`src/rtl/irq_prio_ctrl.sv`:
```
module irq_prio_ctrl #(
  parameter int MASK_W = 8,
  parameter logic [2*MASK_W-1:0] LEVEL_SRC = 16'h0001,
  parameter logic [2*MASK_W-1:0] W1C_SRC   = 16'hFF00
) (
  input  logic                          clk,
  input  logic                          rst_n,
  input  logic                          wr_en,
  input  logic [2:0]                    wr_addr,
  input  logic [MASK_W-1:0]             wr_data,
  input  logic [2:0]                    rd_addr,
  output logic [MASK_W-1:0]             rd_data,
  input  logic [2*MASK_W-1:0]           src_in,
  input  logic                          ack,
  input  logic                          reti,
  output logic                          irq_req,
  output logic [$clog2(2*MASK_W)-1:0]   irq_vec,
  output logic                          gie
);

  localparam int NSRC  = 2 * MASK_W;
  localparam int VEC_W = $clog2(NSRC);

  logic [MASK_W-1:0] ext_mask, tmr_mask;
  logic [NSRC-1:0]   flag, flag_d, enable, pend, evt, hw_clr, sw_clr;
  logic              take, gie_wr, gie_d;

  assign enable = {tmr_mask, ext_mask};
  assign evt    = src_in & ~LEVEL_SRC;
  assign pend   = (flag | (src_in & LEVEL_SRC)) & enable;

  always_comb begin
    irq_vec = '0;
    for (int i = NSRC - 1; i >= 0; i--)
      if (pend[i]) irq_vec = VEC_W'(i);
  end

  assign irq_req = gie && (|pend);
  assign take    = ack && irq_req;
  assign gie_wr  = wr_en && (wr_addr == 3'd4);

  always_comb begin
    hw_clr = '0;
    if (take) hw_clr[irq_vec] = 1'b1;
  end

  assign sw_clr = {(wr_en && wr_addr == 3'd3) ? wr_data : {MASK_W{1'b0}},
                   (wr_en && wr_addr == 3'd2) ? wr_data : {MASK_W{1'b0}}} & W1C_SRC;

  assign flag_d = ((flag & ~(hw_clr | sw_clr)) | evt) & ~LEVEL_SRC;

  always_comb begin
    if (take)        gie_d = 1'b0;
    else if (reti)   gie_d = 1'b1;
    else if (gie_wr) gie_d = wr_data[0];
    else             gie_d = gie;
  end

  always_ff @(posedge clk or negedge rst_n) begin
    if (!rst_n) begin
      ext_mask <= '0;
      tmr_mask <= '0;
      flag     <= '0;
      gie      <= 1'b0;
    end else begin
      if (wr_en && wr_addr == 3'd0) ext_mask <= wr_data;
      if (wr_en && wr_addr == 3'd1) tmr_mask <= wr_data;
      flag <= flag_d;
      gie  <= gie_d;
    end
  end

  always_comb begin
    case (rd_addr)
      3'd0:    rd_data = ext_mask;
      3'd1:    rd_data = tmr_mask;
      3'd2:    rd_data = flag[MASK_W-1:0];
      3'd3:    rd_data = flag[NSRC-1:MASK_W];
      3'd4:    rd_data = {{(MASK_W-1){1'b0}}, gie};
      default: rd_data = '0;
    endcase
  end

  a_r3_req_needs_gie: assert property (@(posedge clk) disable iff (!rst_n)
    irq_req |-> gie);

  a_r4_vec_is_pending: assert property (@(posedge clk) disable iff (!rst_n)
    irq_req |-> pend[irq_vec]);

  a_r5_ack_drops_gie: assert property (@(posedge clk) disable iff (!rst_n)
    take |=> !gie);

  a_r5_ack_clears_flag: assert property (@(posedge clk) disable iff (!rst_n)
    (take && !src_in[irq_vec]) |=> !flag[$past(irq_vec)]);

  a_r6_reti_sets_gie: assert property (@(posedge clk) disable iff (!rst_n)
    (reti && !take) |=> gie);

  a_r10_gie_holds: assert property (@(posedge clk) disable iff (!rst_n)
    (!take && !reti && !gie_wr) |=> $stable(gie));

  for (genvar g = 0; g < NSRC; g++) begin : g_evt_chk
    if (!LEVEL_SRC[g]) begin : g_edge
      a_r8_event_kept: assert property (@(posedge clk) disable iff (!rst_n)
        src_in[g] |=> flag[g]);
    end else begin : g_lvl
      a_r9_no_level_flag: assert property (@(posedge clk) disable iff (!rst_n)
        !flag[g]);
    end
  end

endmodule

```
`config.mk`:
```
export PLATFORM = sky130hd
export DESIGN_NAME = irq_prio_ctrl
export DESIGN_NICKNAME = d
export VERILOG_FILES = /design/src/rtl/irq_prio_ctrl.sv
export SDC_FILE = /design/constraint.sdc
export NUM_CORES = 1
export LEC_CHECK = 0
export ABC_AREA = 1
export BUFFER_PORTS_ARGS = -buffer_cell sky130_fd_sc_hd__buf_2
export CORE_AREA = 2 2 91 93
export CTS_BUF_LIST = sky130_fd_sc_hd__clkbuf_4 sky130_fd_sc_hd__clkbuf_8 sky130_fd_sc_hd__clkbuf_16
export DETAILED_ROUTE_END_ITERATION = 8
export DIE_AREA = 0 0 93 95
export PLACE_DENSITY_LB_ADDON = 0.3
export SETUP_SLACK_MARGIN = 0.4
export SYNTH_ARGS = -nofsm -noshare
export SYNTH_HDL_FRONTEND = slang
export SYNTH_SLANG_ARGS = --single-unit
export TNS_END_PERCENT = 5
```
`constraint.sdc`:
```
create_clock -name clk -period 1.5 [get_ports clk]
set_input_delay 0.15 -clock clk [delete_from_list [all_inputs] [get_ports clk]]
set_output_delay 0.15 -clock clk [all_outputs]
set_load 0.05 [all_outputs]
```
==> results by group, run 1 <==
Critical path
  – Crit-path max cell delay: 0.39 ns
  – Critical-path top delay cell: dfrtp_1
  – Crit-path cells: nand2_2 > inv_2 > nand2_2 > nand2_1 > nand2_1 > nand2_1 > nand2_1 > nand2_1 > nand2_1 > nand2_1 > nand2_1 > nand2_1 > nand2_1 > nand2_1 > nand2_2 > nand2_4 > nand2_4 > inv_2 > buf_8
  – Startpoint type of the worst setup path: flip-flop
  – Setup crit end kind: output port
  – Critical Path Most Common Cell: nand2_1
  – CP Data Arrival Time: 1.77 ns
  – Critical path class: reg -> out
  – CP Max Fanout: 3
  – Critical Path RT: 1.35 ns

Layout
  – Layout Nets: 425
  – Share of layout cells above drive strength 1: 41.5%
  – Antenna fix cells: 0
  – Post-Layout Inst Area: 0.00306 sq mm
  – Layout area overhead: 60.0%
  – Core Util, Final: 38.6%

Timing
  – Worst hold slack: 0.0487 ns
  – Post-Route Skew: 0.00220 ns
  – # setup viols final: 21
  – Rel. slew slack: 79.7%
  – Slew Viols, Final: 0
  – Final Critical Period: 1.92 ns
  – Peak Freq: 520 MHz
  – Worst setup margin: -0.423 ns
  – Post-route clock period utilization: 128%
  – Setup TNS: -4.95 ns
  – Tightest Pin Transition: 0.303 ns
  – RSZ-0062 raised after global routing: yes
  – Hold Fails Final Rpt: 0

Logic synthesis
  – Synth Area per Inst: 7.01 sq um
  – Cell taking the most area after synthesis: dfrtp_1
  – Post-synthesis instance total: 273
  – Ranking of synthesized cells by area: dfrtp_1 42%, nand2_1 22%, inv_1 7.3%
  – Asr flop ratio synth: 100%
  – Mapped Area: 0.00191 sq mm
  – Post-synthesis sequential area ratio: 41.9%
  – YS warnings: 0
  – Yosys cell types: 26
  – Synth top cells by count: 111 x nand2_1, 37 x inv_1, 32 x dfrtp_1
  – Count leader, synth: nand2_1
  – EDFF count, synth: 0
  – Post-synthesis net count: 308
  – Flops & latches, synth: 32
  – Post-synth top area share: 41.9%
  – Most used DFF post-synth: dfrtp_1

Route
  – Vias: 2,111
  – Drt drc: 0
  – Total wire length: 6190 microns
  – Drt wl/cell: 12.5 microns
  – Via density: 4.26
  – Detailed Route Iter0 Violations: 93
  – DRT Pass-1 Iters: 4
  – Antenna viol nets, final: 0

Clocking
  – Root buf cell: clkbuf_8
  – Max clock buf depth: 2
  – H-tree Lvls: 2
  – CTS tree: built
  – CTS Buf Count: 5
  – Reg clk slew, reported paths: 0.06 ns
  – Worst-Skew Late Latency: 0.28 ns
  – Sink Count: 32

Power
  – Pint: 2.15 mW
  – Total chip power: 3.51 mW
  – Worst vdd ir: 0.531 mV
  – Sequential share of power: 30.1%
  – Clk pwr share: 20.6%
  – Sw frac: 38.8%
  – LEAKAGE: 1.61 nW
  – Logic pwr share: 49.2%
  – NetSw: 1.36 mW
  – PD cells: 1150 mW/mm^2

Global route
  – Gr usage total: 15.3%
  – Vias in the first global route: 2,227
  – First-pass GRT wire length: 10,500 microns
  – Pin count of the biggest net entering global routing: 31
  – Grt total ovfl: 0
  – Initial antenna violation count: 0

Run
  – Max Cap Violations: 0

Floorplan
  – # rows: 33
  – Die footprint: 0.00884 sq mm
  – Die X: 93 microns
  – Die outline height: 95 microns
  – Ports: 49
  – Core ar.: 0.00793 sq mm
  – Starting Density: 24.1%

Status
  – Failing checks: setup timing
  – Run status: finished, violations left

Hold path
  – Worst Hold Class: in -> reg

Placed design
  – Placed cell area: 0.00277 sq mm
  – Final Wtd Congestion: 0.800
  – DP Wirelength: 4900 microns
  – PortBufs: 48
placed cells by master, fill, tap and decap left out:
master / instances
buf_8: 2
clkbuf_4: 1
clkinv_2: 1
buf_12: 1
nand2_1: 94
dfrtp_2: 1
buf_4: 58
o21ai_2: 1
nand2_2: 19
a31oi_1: 2
nor3_2: 1
dlygate4sd3_1: 1
nor2_1: 6
a21boi_4: 1
inv_2: 6
nand2_4: 5
o211ai_1: 1
clkbuf_8: 7
a221o_1: 1
nor2_4: 4
nor2_2: 2
o31ai_1: 1
inv_1: 36
dfrtp_1: 31
nand3_1: 9
a21oi_4: 2
a32o_1: 1
buf_2: 34
buf_6: 15
nand3b_1: 2
nand4_1: 15
inv_4: 1
o21ai_0: 24
nor3_1: 4
cell families (layout without fill, tap and decap cells):
| family | count (synthesis) | count (layout) | share of synthesized area, % |
|---|---|---|---|
| simple gates | 161 | 161 | 38.4 |
| buf+inv | 46 | 163 | 9.03 |
| compound gates | 34 | 34 | 10.7 |
| flops | 32 | 32 | 41.9 |
sequential cells by signal, indices dropped and copies added (netlist names):
signal and count:
ext_mask 8, flag 15, gie 1, tmr_mask 8
worst max-delay path, delay by kind of cell (launching register included):
family / cells / cell delay, ns
buf+inv: 3 / 0.21
flops: 1 / 0.39
simple gates: 16 / 0.91
power by group through the flow:
stage	Sequential, mW	Combinational, mW	Clock (mW)
global route	1.07	1.89	0.785
detailed placement	1.06	1.52	0
global placement	1.06	1.51	0
CTS	1.05	1.68	0.751
finish	1.06	1.73	0.724
floorplan	1.07	0.850	0
routing by layer:
layer,vias up,track usage [%],share of wire [%],wire [microns]
met5,-,0,0,0
met4,0,4.29,0.79,49
met3,5,2.71,3.5,214
met2,38,26.4,49,3040
met1,963,19.7,47,2890
li1,1105,-,-,-
metrics by stage:
stage / std cells / worst slack (ns)
after floorplan: 273 / -0.318
after global placement: 484 / -0.233
after detailed placement: 484 / -0.294
after CTS: 494 / -0.436
after global routing: 495 / -0.629
final: 495 / -0.423
final cells by class:
cell class	count	area [sq um]
repair buffers	112	842
clock buffers	7	96.3
flip-flops and latches	32	802
fillers	871	4870
inverters	44	169
multi-input cells	195	1020
well taps	105	131
final timing paths:
path,from,to,slack [ns],cells past startpoint
max,tmr_mask[7],irq_vec[0],-0.42,19
min,src_in[6],flag[6],0.05,3
max reg2reg,tmr_mask[7],flag[10],-0.28,21
min reg2reg,flag[5],flag[5],0.54,2
max in group asynchronous,rst_n,gie,0.90,3
min in group asynchronous,rst_n,flag[11],0.21,2
what timing repair did:
action | in CTS | in global routing
endpoints found under the hold margin | 32 | 0
setup buffers | 2 | 1
pin swaps | 18 | 10
setup endpoints to repair | 29 | 30
hold buffers | 1 | 0
gates resized for setup | 37 | 16
Power figures use the tool's default switching activity.
==> inputs of run 2 (changes only) <==
--- a/config.mk
+++ b/config.mk
@@ -7,10 +7,10 @@
 export LEC_CHECK = 0
 export ABC_AREA = 1
 export BUFFER_PORTS_ARGS = -buffer_cell sky130_fd_sc_hd__buf_2
-export CORE_AREA = 2 2 91 93
+export CORE_AREA = 2 2 75 113
 export CTS_BUF_LIST = sky130_fd_sc_hd__clkbuf_4 sky130_fd_sc_hd__clkbuf_8 sky130_fd_sc_hd__clkbuf_16
 export DETAILED_ROUTE_END_ITERATION = 8
-export DIE_AREA = 0 0 93 95
+export DIE_AREA = 0 0 77 115
 export PLACE_DENSITY_LB_ADDON = 0.3
 export SETUP_SLACK_MARGIN = 0.4
 export SYNTH_ARGS = -nofsm -noshare
==> results by group, run 2 (synthesis gave the netlist of run 1 again) <==
Layout
  – Commonest non-fill, non-tap cells in the layout: 95 x nand2_1, 53 x buf_4, 36 x inv_1, 34 x buf_2, 31 x dfrtp_1
  – Layout Nets: 423
  – Reg with most FFs: flag
  – Antenna fix cells: 0
  – Most common cell after layout, fill and taps aside: nand2_1
  – Area of the multi-input gates: 0.00103 sq mm
  – Share of layout cells above drive strength 1: 41.4%
  – Core Util, Final: 39.7%
  – Fill count: 902
  – Reg area: 802 sq um
  – Max FFs per register: 15
  – Layout area overhead: 63.9%
  – Biggest regs: flag x15, ext_mask x8, tmr_mask x8

Critical path
  – CP top delay family: simple AND/OR/NAND/NOR gates
  – Startpoint type of the worst setup path: flip-flop
  – Buf/Inv on CP: 3
  – Critical-path top delay cell: dfrtp_1
  – Crit-path max cell delay: 0.39 ns
  – Setup crit end kind: output port
  – Critical path class: reg -> out
  – CP Max Fanout: 2
  – Crit-path cells: nand2_2 > inv_2 > nand2_1 > nand2_1 > nand2_1 > nand2_1 > nand2_1 > nand2_1 > nand2_1 > nand2_1 > nand2_1 > nand2_1 > nand2_1 > nand2_1 > nand2_2 > nand2_4 > nand2_4 > inv_2 > buf_8
  – Critical Path Most Common Cell: nand2_1
  – Critical Path RT: 1.35 ns
  – CP Data Arrival Time: 1.73 ns

Clocking
  – Sink Count: 32
  – Max clock buf depth: 2
  – H-tree Lvls: 2
  – Reg clk slew, reported paths: 0.06 ns
  – Root buf cell: clkbuf_16
  – CTS tree: built
  – CTS Buf Count: 5
  – Worst-Skew Late Latency: 0.28 ns

Floorplan
  – Core ar.: 0.00791 sq mm
  – # rows: 40
  – Ports: 49
  – Die X: 77 microns
  – Die outline height: 115 microns
  – Die footprint: 0.00886 sq mm
  – Starting Density: 24.2%

Global route
  – Grt total ovfl: 0
  – Vias in the first global route: 2,213
  – Pin count of the biggest net entering global routing: 17
  – Initial antenna violation count: 0
  – Gr usage total: 15.7%
  – First-pass GRT wire length: 10,600 microns

Placed design
  – DP Wirelength: 5170 microns
  – Final Wtd Congestion: 0.821
  – PortBufs: 48
  – Post-place setup slack: -0.249 ns

Timing
  – Post-route clock period utilization: 126%
  – Hold Fails Final Rpt: 0
  – Worst hold slack: 0.0536 ns
  – Slew Viols, Final: 0
  – Setup TNS: -4.67 ns
  – Post-Route Skew: 0.00726 ns
  – Final Critical Period: 1.88 ns
  – Rel. slew slack: 78.3%
  – Peak Freq: 531 MHz
  – Tightest Pin Transition: 0.325 ns
  – RSZ-0062 raised after global routing: yes
  – # setup viols final: 21
  – Worst setup margin: -0.385 ns

Route
  – DRT Pass-1 Iters: 4
  – Antenna viol nets, final: 0
  – Drt drc: 0
  – Vias: 2,141
  – Drt wl/cell: 13.3 microns
  – Total wire length: 6560 microns
  – Detailed Route Iter0 Violations: 90
  – Via density: 4.33

Hold path
  – Worst Hold Class: in -> reg

Run
  – Max Cap Violations: 0

Status
  – Failing checks: setup timing
  – Run status: finished, violations left

Power
  – Worst vdd ir: 0.493 mV
  – PD cells: 1270 mW/mm^2
  – Total chip power: 3.99 mW
  – LEAKAGE: 1.63 nW
==> run 2: changes by cell type in the layout (fill, tap and decap cells not counted), moves of 2 or more <==
cell       previous run  this run
clkbuf_16             0         5
clkbuf_8              7         0
buf_4                58        53
nand2_2              19        17
buf_6                15        18
==> run 2: what timing repair did <==
item                                   in CTS  in global routing
pin swaps                                  23                  6
hold buffers                                1                  0
gates cloned                                0                  0
setup endpoints to repair                  29                 30
resized for setup                          51                  9
endpoints found under the hold margin       9                  0
setup buffers                               3                  1
==> run 2: worst reg2reg max path: stages (launching register included) <==
cell and delay, ns:
dfrtp_1 0.39, nand2_2 0.09, inv_2 0.03, nand2_1 0.04, nand2_1 0.04, nand2_1 0.05
nand2_1 0.05, nand2_1 0.05, nand2_1 0.04, nand2_1 0.05, nand2_1 0.04, nand2_1 0.05
nand2_1 0.04, nand2_1 0.05, nand2_1 0.06, nand2_2 0.07, nand2_4 0.06, nand2_4 0.07
buf_4 0.15, nand3_1 0.13, nand2_1 0.09, nand2_1 0.04
==> run 2: metrics by stage <==
step / std cells / instance area, sq um
after global routing: 494 / 3140
final: 494 / 3140
after detailed placement: 481 / 2740
after CTS: 493 / 3100
after global placement: 481 / 2740
after floorplan: 273 / 1950
==> run 2: layer usage <==
| metal | track usage (%) | wire length (microns) | share of wire (%) |
|---|---|---|---|
| met4 | 6.79 | 153 | 2.3 |
| met3 | 2.90 | 190 | 2.9 |
| met5 | 0 | 0 | 0 |
| met2 | 29.9 | 3640 | 55 |
| met1 | 16.7 | 2580 | 39 |
==> run 2: layout make-up <==
| cell class | count | area share, % |
|---|---|---|
| Tap cell | 105 | 4.19 |
| Inverter | 44 | 5.39 |
| Clock inverter | 2 | 1.12 |
| Clock buffer | 6 | 4.23 |
| Sequential cell | 32 | 25.6 |
| Timing Repair Buffer | 110 | 26.6 |
| Multi-Input combinational cell | 195 | 32.9 |
==> run 2: final timing paths <==
path	start	end	slack, ns	cells after the start
hold / removal	src_in[13]	flag[13]	0.05	3
max in group asynchronous	rst_n	flag[4]	0.77	3
setup / recovery	tmr_mask[7]	irq_vec[0]	-0.38	19
setup reg to reg	tmr_mask[7]	flag[12]	-0.29	21
min in group asynchronous	rst_n	tmr_mask[4]	0.27	2
hold reg to reg	flag[7]	flag[7]	0.53	2
==> run 2: power breakdown <==
group | switching [mW] | total, mW | internal [mW]
combinational | 0.973 | 1.75 | 0.773
sequential | 0.0901 | 1.06 | 0.974
clock | 0.377 | 1.18 | 0.799
